## src/rtl/cop_pkg.sv

```systemverilog
package cop_pkg;
  typedef enum logic [1:0] {
    SRC_RC  = 2'b00,
    SRC_OSC = 2'b01,
    SRC_AUX = 2'b10
  } src_e;

  typedef enum logic [2:0] {
    SY_RUN,
    SY_ENTER,
    SY_STOP,
    SY_EXIT,
    SY_GUARD
  } sync_e;
endpackage

```

## src/rtl/cop_stop_table.sv

```systemverilog
module cop_stop_table
  import cop_pkg::*;
(
  input  logic [1:0] src_sel,
  input  logic       pseudo_stop,
  input  logic       aux_off_in_stop,
  input  logic       osc_on_in_pstop,
  input  logic       osc_en,
  input  logic       osc_stable,
  output logic       run,
  output src_e       src
);
  logic osc_ready;

  always_comb begin
    osc_ready = src_sel[0] & osc_en & osc_stable;
    if (src_sel[1]) begin
      run = ~aux_off_in_stop;
      src = SRC_AUX;
    end else begin
      run = pseudo_stop & osc_on_in_pstop & osc_ready;
      src = osc_ready ? SRC_OSC : SRC_RC;
    end
  end
endmodule

```

## src/rtl/cop_stop_sync.sv

```systemverilog
module cop_stop_sync
  import cop_pkg::*;
#(
  parameter int SYNC_TICKS  = 2,
  parameter int GUARD_TICKS = 2
) (
  input  logic clk,
  input  logic rst_n,
  input  logic aux_mode,
  input  logic aux_tick,
  input  logic stop_req,
  output logic stop_active,
  output logic stop_blocked
);
  localparam int KMAX = (SYNC_TICKS > GUARD_TICKS) ? SYNC_TICKS : GUARD_TICKS;
  localparam int KW   = (KMAX > 1) ? $clog2(KMAX) : 1;
  localparam logic [KW-1:0] SYNC_LAST  = KW'(SYNC_TICKS - 1);
  localparam logic [KW-1:0] GUARD_LAST = KW'(GUARD_TICKS - 1);

  sync_e         state;
  logic [KW-1:0] k;

  always_ff @(posedge clk or negedge rst_n) begin
    if (!rst_n) begin
      state <= SY_RUN;
      k     <= '0;
    end else begin
      case (state)
        SY_RUN: if (stop_req) begin
          state <= aux_mode ? SY_ENTER : SY_STOP;
          k     <= '0;
        end
        SY_ENTER: begin
          if (!stop_req) state <= SY_RUN;
          else if (!aux_mode) state <= SY_STOP;
          else if (aux_tick) begin
            if (k == SYNC_LAST) begin
              state <= SY_STOP;
              k     <= '0;
            end else k <= k + 1'b1;
          end
        end
        SY_STOP: if (!stop_req) begin
          state <= aux_mode ? SY_EXIT : SY_RUN;
          k     <= '0;
        end
        SY_EXIT: begin
          if (!aux_mode) state <= SY_RUN;
          else if (aux_tick) begin
            if (k == SYNC_LAST) begin
              state <= SY_GUARD;
              k     <= '0;
            end else k <= k + 1'b1;
          end
        end
        SY_GUARD: begin
          if (!aux_mode) state <= SY_RUN;
          else if (aux_tick) begin
            if (k == GUARD_LAST) begin
              state <= SY_RUN;
              k     <= '0;
            end else k <= k + 1'b1;
          end
        end
        default: state <= SY_RUN;
      endcase
    end
  end

  assign stop_active  = (state == SY_STOP) || (state == SY_EXIT);
  assign stop_blocked = (state == SY_GUARD);
endmodule

```

## src/rtl/cop_key_seq.sv

```systemverilog
module cop_key_seq #(
  parameter int          KEY_W      = 8,
  parameter logic [KEY_W-1:0] KEY_FIRST  = 8'h55,
  parameter logic [KEY_W-1:0] KEY_SECOND = 8'hAA
) (
  input  logic             clk,
  input  logic             rst_n,
  input  logic             enable,
  input  logic             clear,
  input  logic             wr,
  input  logic [KEY_W-1:0] data,
  output logic             svc_ok,
  output logic             svc_bad
);
  logic armed;
  logic first_ok;

  always_comb begin
    first_ok = !armed && (data == KEY_FIRST);
    svc_ok   = enable && wr && armed && (data == KEY_SECOND);
    svc_bad  = enable && wr && !first_ok && !(armed && (data == KEY_SECOND));
  end

  always_ff @(posedge clk or negedge rst_n) begin
    if (!rst_n) armed <= 1'b0;
    else if (clear) armed <= 1'b0;
    else if (enable && wr) armed <= first_ok;
  end
endmodule

```

## src/rtl/cop_watchdog.sv

```systemverilog
module cop_watchdog
  import cop_pkg::*;
#(
  parameter int RATE_W      = 3,
  parameter int BASE_LOG2   = 2,
  parameter int STEP_LOG2   = 2,
  parameter int KEY_W       = 8,
  parameter logic [KEY_W-1:0] KEY_FIRST  = 8'h55,
  parameter logic [KEY_W-1:0] KEY_SECOND = 8'hAA,
  parameter int SYNC_TICKS  = 2,
  parameter int GUARD_TICKS = 2
) (
  input  logic              clk,
  input  logic              rst_n,
  input  logic [1:0]        src_sel,
  input  logic              aux_tick,
  input  logic              rc_tick,
  input  logic              osc_tick,
  input  logic [RATE_W-1:0] rate,
  input  logic              svc_wr,
  input  logic [KEY_W-1:0]  svc_data,
  input  logic              rst_ack,
  input  logic              stop_req,
  input  logic              pseudo_stop,
  input  logic              aux_off_in_stop,
  input  logic              osc_on_in_pstop,
  input  logic              osc_en,
  input  logic              osc_stable,
  output logic              wd_reset,
  output logic              stop_active,
  output logic              stop_blocked,
  output logic              stop_run,
  output logic [1:0]        stop_src
);
  localparam int MAX_RATE = (1 << RATE_W) - 1;
  localparam int CNT_W    = BASE_LOG2 + STEP_LOG2 * MAX_RATE;

  logic [CNT_W-1:0] cnt;
  logic [CNT_W-1:0] lim_mask;
  logic             enabled;
  logic             tick_sel;
  logic             tick_now;
  logic             svc_ok;
  logic             svc_bad;
  src_e             src_lbl;
  int               tap;

  cop_stop_table u_table (
    .src_sel         (src_sel),
    .pseudo_stop     (pseudo_stop),
    .aux_off_in_stop (aux_off_in_stop),
    .osc_on_in_pstop (osc_on_in_pstop),
    .osc_en          (osc_en),
    .osc_stable      (osc_stable),
    .run             (stop_run),
    .src             (src_lbl)
  );
  assign stop_src = src_lbl;

  cop_stop_sync #(
    .SYNC_TICKS  (SYNC_TICKS),
    .GUARD_TICKS (GUARD_TICKS)
  ) u_sync (
    .clk          (clk),
    .rst_n        (rst_n),
    .aux_mode     (src_sel[1]),
    .aux_tick     (aux_tick),
    .stop_req     (stop_req),
    .stop_active  (stop_active),
    .stop_blocked (stop_blocked)
  );

  cop_key_seq #(
    .KEY_W      (KEY_W),
    .KEY_FIRST  (KEY_FIRST),
    .KEY_SECOND (KEY_SECOND)
  ) u_keys (
    .clk     (clk),
    .rst_n   (rst_n),
    .enable  (enabled && !wd_reset),
    .clear   (rst_ack),
    .wr      (svc_wr),
    .data    (svc_data),
    .svc_ok  (svc_ok),
    .svc_bad (svc_bad)
  );

  always_comb begin
    enabled  = (rate != '0);
    tick_sel = src_sel[1] ? aux_tick : (src_sel[0] ? osc_tick : rc_tick);
    tick_now = enabled && tick_sel && (!stop_active || stop_run);
    tap      = BASE_LOG2 + STEP_LOG2 * int'(rate);
    lim_mask = {CNT_W{1'b1}} >> (CNT_W - tap);
  end

  always_ff @(posedge clk or negedge rst_n) begin
    if (!rst_n) begin
      cnt      <= '0;
      wd_reset <= 1'b0;
    end else if (rst_ack) begin
      cnt      <= '0;
      wd_reset <= 1'b0;
    end else if (!wd_reset) begin
      if (svc_bad) wd_reset <= 1'b1;
      else if (svc_ok) cnt <= '0;
      else if (tick_now) begin
        if ((cnt & lim_mask) == lim_mask) wd_reset <= 1'b1;
        else cnt <= cnt + 1'b1;
      end
    end
  end
endmodule

```

## config.mk

```make
export PLATFORM = sky130hd
export DESIGN_NAME = cop_watchdog
export DESIGN_NICKNAME = d
export VERILOG_FILES = /design/src/rtl/cop_pkg.sv /design/src/rtl/cop_stop_table.sv /design/src/rtl/cop_stop_sync.sv /design/src/rtl/cop_key_seq.sv /design/src/rtl/cop_watchdog.sv
export SDC_FILE = /design/constraint.sdc
export NUM_CORES = 1
export LEC_CHECK = 0
export ABC_AREA = 0
export ABC_CLOCK_PERIOD_IN_PS = 3200
export CAP_MARGIN = 20
export CORE_MARGIN = 2
export CORE_UTILIZATION = 35
export CTS_CLUSTER_SIZE = 8
export DETAILED_ROUTE_END_ITERATION = 7
export GPL_ROUTABILITY_DRIVEN = 0
export HOLD_SLACK_MARGIN = 0.05
export PLACE_DENSITY = 0.6
export SYNTH_ARGS = -nofsm -noshare
export SYNTH_HDL_FRONTEND = slang
export SYNTH_HIERARCHICAL = 1
export SYNTH_SLANG_ARGS = --single-unit
```

## constraint.sdc

```tcl
create_clock -name clk -period 3.2 [get_ports clk]
set_input_delay 0.32 -clock clk [delete_from_list [all_inputs] [get_ports clk]]
set_output_delay 0.32 -clock clk [all_outputs]
set_load 0.03 [all_outputs]
```

Word level (Yosys, flattened, before mapping)
Index checks and enable logic that the tools add are counted.

Register bits after elaboration: 22. Latch bits: 0. RAM bits: 0. ROM bits: 0. Output and inout bits: 6. Memories: 0.

$add $sub $neg: 4. Multipliers: 0. Divide/modulo/power cells: 0. $lt $le $gt $ge: 0. Equal/unequal tests: 19. Shift-type cells: 1. Mux-type cells: 41. Bitwise gates (word level): 6. Reductions and logical operators: 26.

Operators by type and width (count): 16-bit 2-to-1 mux (6); 3-bit 2-to-1 mux (12); 16-bit by 32-bit right shift with 16-bit output (first input constant) (1); 1-bit 2-to-1 mux (18); 16-bit by 1-bit adder with 16-bit output (second input constant) (1); 16-bit AND (1); 16-bit equality test (1); 3-bit one-hot mux with 5 select lines (1); 1-bit logical AND (10); 2-bit inequality test (second input constant) (5); 3-bit inequality test (second input constant) (3); 8-bit by 7-bit equality test with 1-bit output (second input constant) (1); 8-bit equality test (second input constant) (1); 4-bit AND reduction (2); 8-bit AND reduction (1); 3-bit by 2-bit equality test with 1-bit output (second input constant) (2); 2-bit 2-to-1 mux (3); 3-bit by 2-bit inequality test with 1-bit output (second input constant) (2); 3-bit nonzero test (2); 5-bit by 5-bit subtractor with 6-bit output (first input constant) (1); 2-bit by 4-bit adder with 5-bit output (first input constant) (1); 1-bit zero test (5); 1-bit AND (4); 4-bit by 3-bit inequality test with 1-bit output (second input constant) (1); other kinds (11) (12).

Depth between registers and ports, before layout
Depth after elaboration: 11. Depth in mapped cells: 10. Depth with buffers taken out: 9.

Cells and area by module
The synthesis kept the hierarchy.

By module, submodules not included: cop_watchdog (times used 1, cells an instance 122, area an instance 1126.1 um^2, seq. area each 425.4 um^2); cop_stop_sync (times used 1, cells an instance 34, area an instance 310.3 um^2, seq. area each 100.1 um^2); cop_key_seq (times used 1, cells an instance 13, area an instance 120.1 um^2, seq. area each 25.0 um^2); cop_stop_table (times used 1, cells an instance 4, area an instance 31.3 um^2, seq. area each 0.0 um^2).

Worst setup path after synthesis
No wires, ideal clock.

Kind: in2reg. Start: in src_sel[1]. End: reg cnt[4]. Library setup time: 0.126 ns. Arrival time: 2.423 ns. Required time: 3.074 ns. Slack: 0.651 ns. Cell stages on the path: 8. Buffers on the path: 1. Cell sequence: and4b_1 -> a32o_1 -> o22ai_1 -> a211oi_2 -> o221ai_4 -> and2_4 -> buf_8 -> a221o_1.

Longest elaborated chain between the ends: 5.

RTL lines: from (decl) (line cop_watchdog.sv:15) `input logic [1:0] src_sel,`; 1-bit 2-to-1 mux (line cop_stop_table.sv:17) `if (src_sel[1]) begin`; via stop_run (line cop_watchdog.sv:32) `output logic stop_run,`; 1-bit logical OR (line cop_watchdog.sv:91) `tick_now = enabled && tick_sel && (!stop_active || stop_run);`; 1-bit logical AND (line cop_watchdog.sv:91); 3-bit nonzero test (no line); 4-bit AND reduction (no line); to (signal assigned) (line cop_watchdog.sv:108) `else cnt <= cnt + 1'b1;`; to (decl) (line cop_watchdog.sv:38) `logic [CNT_W-1:0] cnt;`.

The timed path passes the listed nets, and every way through them passes these cells. A chain may end at the register's enable or synchronous reset.

Final worst setup path
Start: in svc_data[4]. End: reg cnt[5].

RTL lines: from (decl) (line cop_watchdog.sv:21) `input logic [KEY_W-1:0] svc_data,`; 8-bit equality test (*) (line cop_key_seq.sv:20) `svc_ok = enable && wr && armed && (data == KEY_SECOND);`; 1-bit logical AND (*) (line cop_key_seq.sv:20); via svc_ok (line cop_watchdog.sv:43) `logic svc_ok;`; 16-bit 2-to-1 mux (line cop_watchdog.sv:105) `else if (svc_ok) cnt <= '0;`; 16-bit 2-to-1 mux (line cop_watchdog.sv:104) `if (svc_bad) wd_reset <= 1'b1;`; 16-bit 2-to-1 mux (line cop_watchdog.sv:103) `end else if (!wd_reset) begin`; 16-bit 2-to-1 mux (line cop_watchdog.sv:100) `end else if (rst_ack) begin`.

The timed path passes the listed nets; every way through them passes the cells marked *. The select of a mux whose other input is x is not followed.

==> flow_metrics.env <==
export IMPL_start_kind="input pin"
export IMPL_nets=234
export IMPL_cap_violations=0
export IMPL_hold_violations=0
export IMPL_ys_types=56
export IMPL_final_cell_area_um2=1990
export IMPL_grt_pass1_vias=1448
export IMPL_start_util_pct=36.5
export IMPL_root_buffer="clkbuf_8"
export IMPL_cts_tree="done"
export IMPL_grt_max_degree=23
export IMPL_drive_above_1_share_pct=10.2
export IMPL_async_flop_share_pct=100
export IMPL_num_io_pins=32
export IMPL_worstPathMaxFanout=12
export IMPL_synth_ff_type="dfrtp_1"
export IMPL_critPathArrivalTime_ps=2810
export IMPL_path_cells="clkdlybuf4s50_1 -> nand4bb_1 -> nor4b_2 -> nor2b_1 -> nand3b_1 -> or3_4 -> o221ai_4 -> and2_4 -> a221o_1"
export IMPL_cts_sinks=22
export IMPL_synth_largest_area_cell="dfrtp_1"
export IMPL_drt_wirelength_per_cell_um=15.0
export IMPL_syn_inst=173
export IMPL_die_w_um=71.4
export IMPL_vias=1500
export IMPL_ir_drop_mv=0.236
export IMPL_yosysTopAreaCellShare_pct=34.7
export IMPL_synth_top_cells_by_count="dfrtp_1, nor2_1, and3_1"
export IMPL_skew_ps=1.41
export IMPL_core_um2=4350
export IMPL_cts_path_max_buffers=2
export IMPL_placed_cell_area_um2=1920
export IMPL_synth_area_per_cell_um2=9.18
export IMPL_clkTransAtPathRegs_ps=80
export IMPL_setup_viol=0
export IMPL_cts_buffers=3
export IMPL_area_growth_pct=25.4
export IMPL_rows=24
export IMPL_drtPass1Iterations=5
export IMPL_worstMarginPinSlew_ps=529
export IMPL_rsz0062_at_grt="no"
export IMPL_antenna_cells=0
export IMPL_drc=0
export IMPL_cpMaxStageDelayCell="nor2b_1"
export IMPL_setup_tns_ps=0
export IMPL_cts_hold_buf=0
export IMPL_synth_seq_area_share_pct=34.7
export IMPL_die_area_um2=5090
export IMPL_path_class="in -> reg"
export IMPL_synth_cell_area_um2=1590
export IMPL_cp_end_kind="flip-flop"
export IMPL_avgViaCountPerCell=5.84
export IMPL_ff_latch_area_um2=551
export IMPL_hold_class="in -> async"
export IMPL_synth_nets=201
export IMPL_wirelength_mm=3.86
export IMPL_p_leak_nw=0.881
export IMPL_drtIter0Drc=69
export IMPL_yosysMostFrequentCell="dfrtp_1"
export IMPL_cp_required_ps=3350
export IMPL_timing_slew_headroom_pct=64.7
export IMPL_drtAntennaViolNets=0
export IMPL_clkLatencyLatePin_ps=260
export IMPL_min_period_ps=2660
export IMPL_multi_input_area_um2=942
export IMPL_wl_met3_um=118
export IMPL_synth_edff_count=0
export IMPL_antenna_found_initial=0
export IMPL_die_h_um=71.4
export IMPL_top_layer_used="met4"
export IMPL_period_share_pct=83.1
export IMPL_slew_violations=0
export IMPL_hpwl_mm=2.90
export IMPL_critPathMaxStageDelay_ps=490
export IMPL_overflow=0
export IMPL_route_met2_wl_mm=1.97
export IMPL_track_usage_pct=16.2
export IMPL_grt_pass1_wl_mm=6.75
export IMPL_status="completed"
export IMPL_postCtsSetupBuffers=0
export IMPL_fill_cells=413
export IMPL_finalNonFillerCells=257
export IMPL_numPlacedInstances=252
export IMPL_cts_resized=0
export IMPL_cts_htree_levels=1
export IMPL_wl_met1_mm=1.70
export IMPL_power_density_nw_per_um2=395
export IMPL_synth_area_leaders="dfrtp_1, a221o_1, nor2_1"
export IMPL_fmax_ghz=0.376
export IMPL_yosysWarnings=6
export IMPL_port_buffers=31
export IMPL_total_power_mw=0.786
export IMPL_synth_seq_cells=22
-- final timing paths --
| check | from | endpoint | slack (ps) | cells past startpoint |
|---|---|---|---|---|
| worst max register to register | u_keys/armed | cnt[5] | 740 | 8 |
| max in group asynchronous | rst_n | cnt[4] | 2380 | 2 |
| worst min register to register | cnt[9] | cnt[9] | 560 | 1 |
| min in group clk | cnt[9] | cnt[9] | 560 | 1 |
| worst min-delay path | rst_n | u_sync/state[0] | 370 | 1 |
| worst max-delay path | svc_data[4] | cnt[5] | 540 | 9 |
-- sequential cells by signal, indices dropped and copies added (netlist names) --
register      flops
u_sync/state      3
cnt              16
u_keys/armed      1
u_sync/k          1
wd_reset          1
-- layer usage --
layer	GRT usage [%]	up-vias
li1	-	722
met1	20.7	735
met2	27.6	33
met3	3.38	10
met4	5.03	0
met5	0	-
-- placed cells by master (no fill, tap or decap), types with 2 or more instances in the layout --
master,n
nand4_1,6
nand2b_1,2
dfrtp_1,22
nand3_1,10
inv_1,8
a32o_1,2
ha_1,2
o21ai_0,4
nand2_1,9
nor2b_1,4
and4b_1,2
a2bb2o_1,2
nor2_2,2
buf_4,3
and3_1,12
nor3b_1,2
clkbuf_8,4
clkdlybuf4s50_1,31
nor3_1,5
o21ai_1,2
nor2_1,21
nand3b_1,2
a221o_1,11
o21bai_1,2
a21oi_1,5
-- through the flow --
step	hold WS (ps)	util (%)	setup slack [ps]
6_report	366	45.7	539
3_3_place_gp	537	44.1	413
4_1_cts	566	45.4	570
5_1_grt	394	45.7	341
2_1_floorplan	24.4	-	651
3_5_place_dp	548	44.1	296
-- logic make-up (layout without fill, tap and decap cells) --
logic type               Yosys count  in the layout  share of synthesized area [%]
AND/OR/NAND/NOR                   88             88                           31.6
AO/OA/AOI/OAI                     44             44                           24.8
flip-flops                        22             22                           34.7
buffers and inverters             15             47                           5.99
adder cells (fa/ha/maj)            2              2                           1.58
multiplexers                       2              2                           1.34
-- where the power goes --
part | switching (mW) | leakage, nW | internal [mW]
clock network | 0.0944 | 0.0288 | 0.110
logic | 0.118 | 0.550 | 0.115
registers | 0.0502 | 0.302 | 0.298
total | 0.263 | 0.881 | 0.523
-- critical path, delay by kind of cell --
family	cells	cell delay (ps)
AND/OR/NAND/NOR	6	1570
buffers and inverters	1	430
AO/OA/AOI/OAI	2	490
-- area by class of cell --
| cell class | count | area share (%) |
|---|---|---|
| clock buffers | 4 | 2.77 |
| flip-flops and latches | 22 | 27.7 |
| multi-input cells | 136 | 47.3 |
| inverters | 8 | 1.51 |
| well taps | 52 | 3.27 |
| repair buffers | 35 | 17.5 |
No activity file was read; power rests on OpenSTA's default activity.
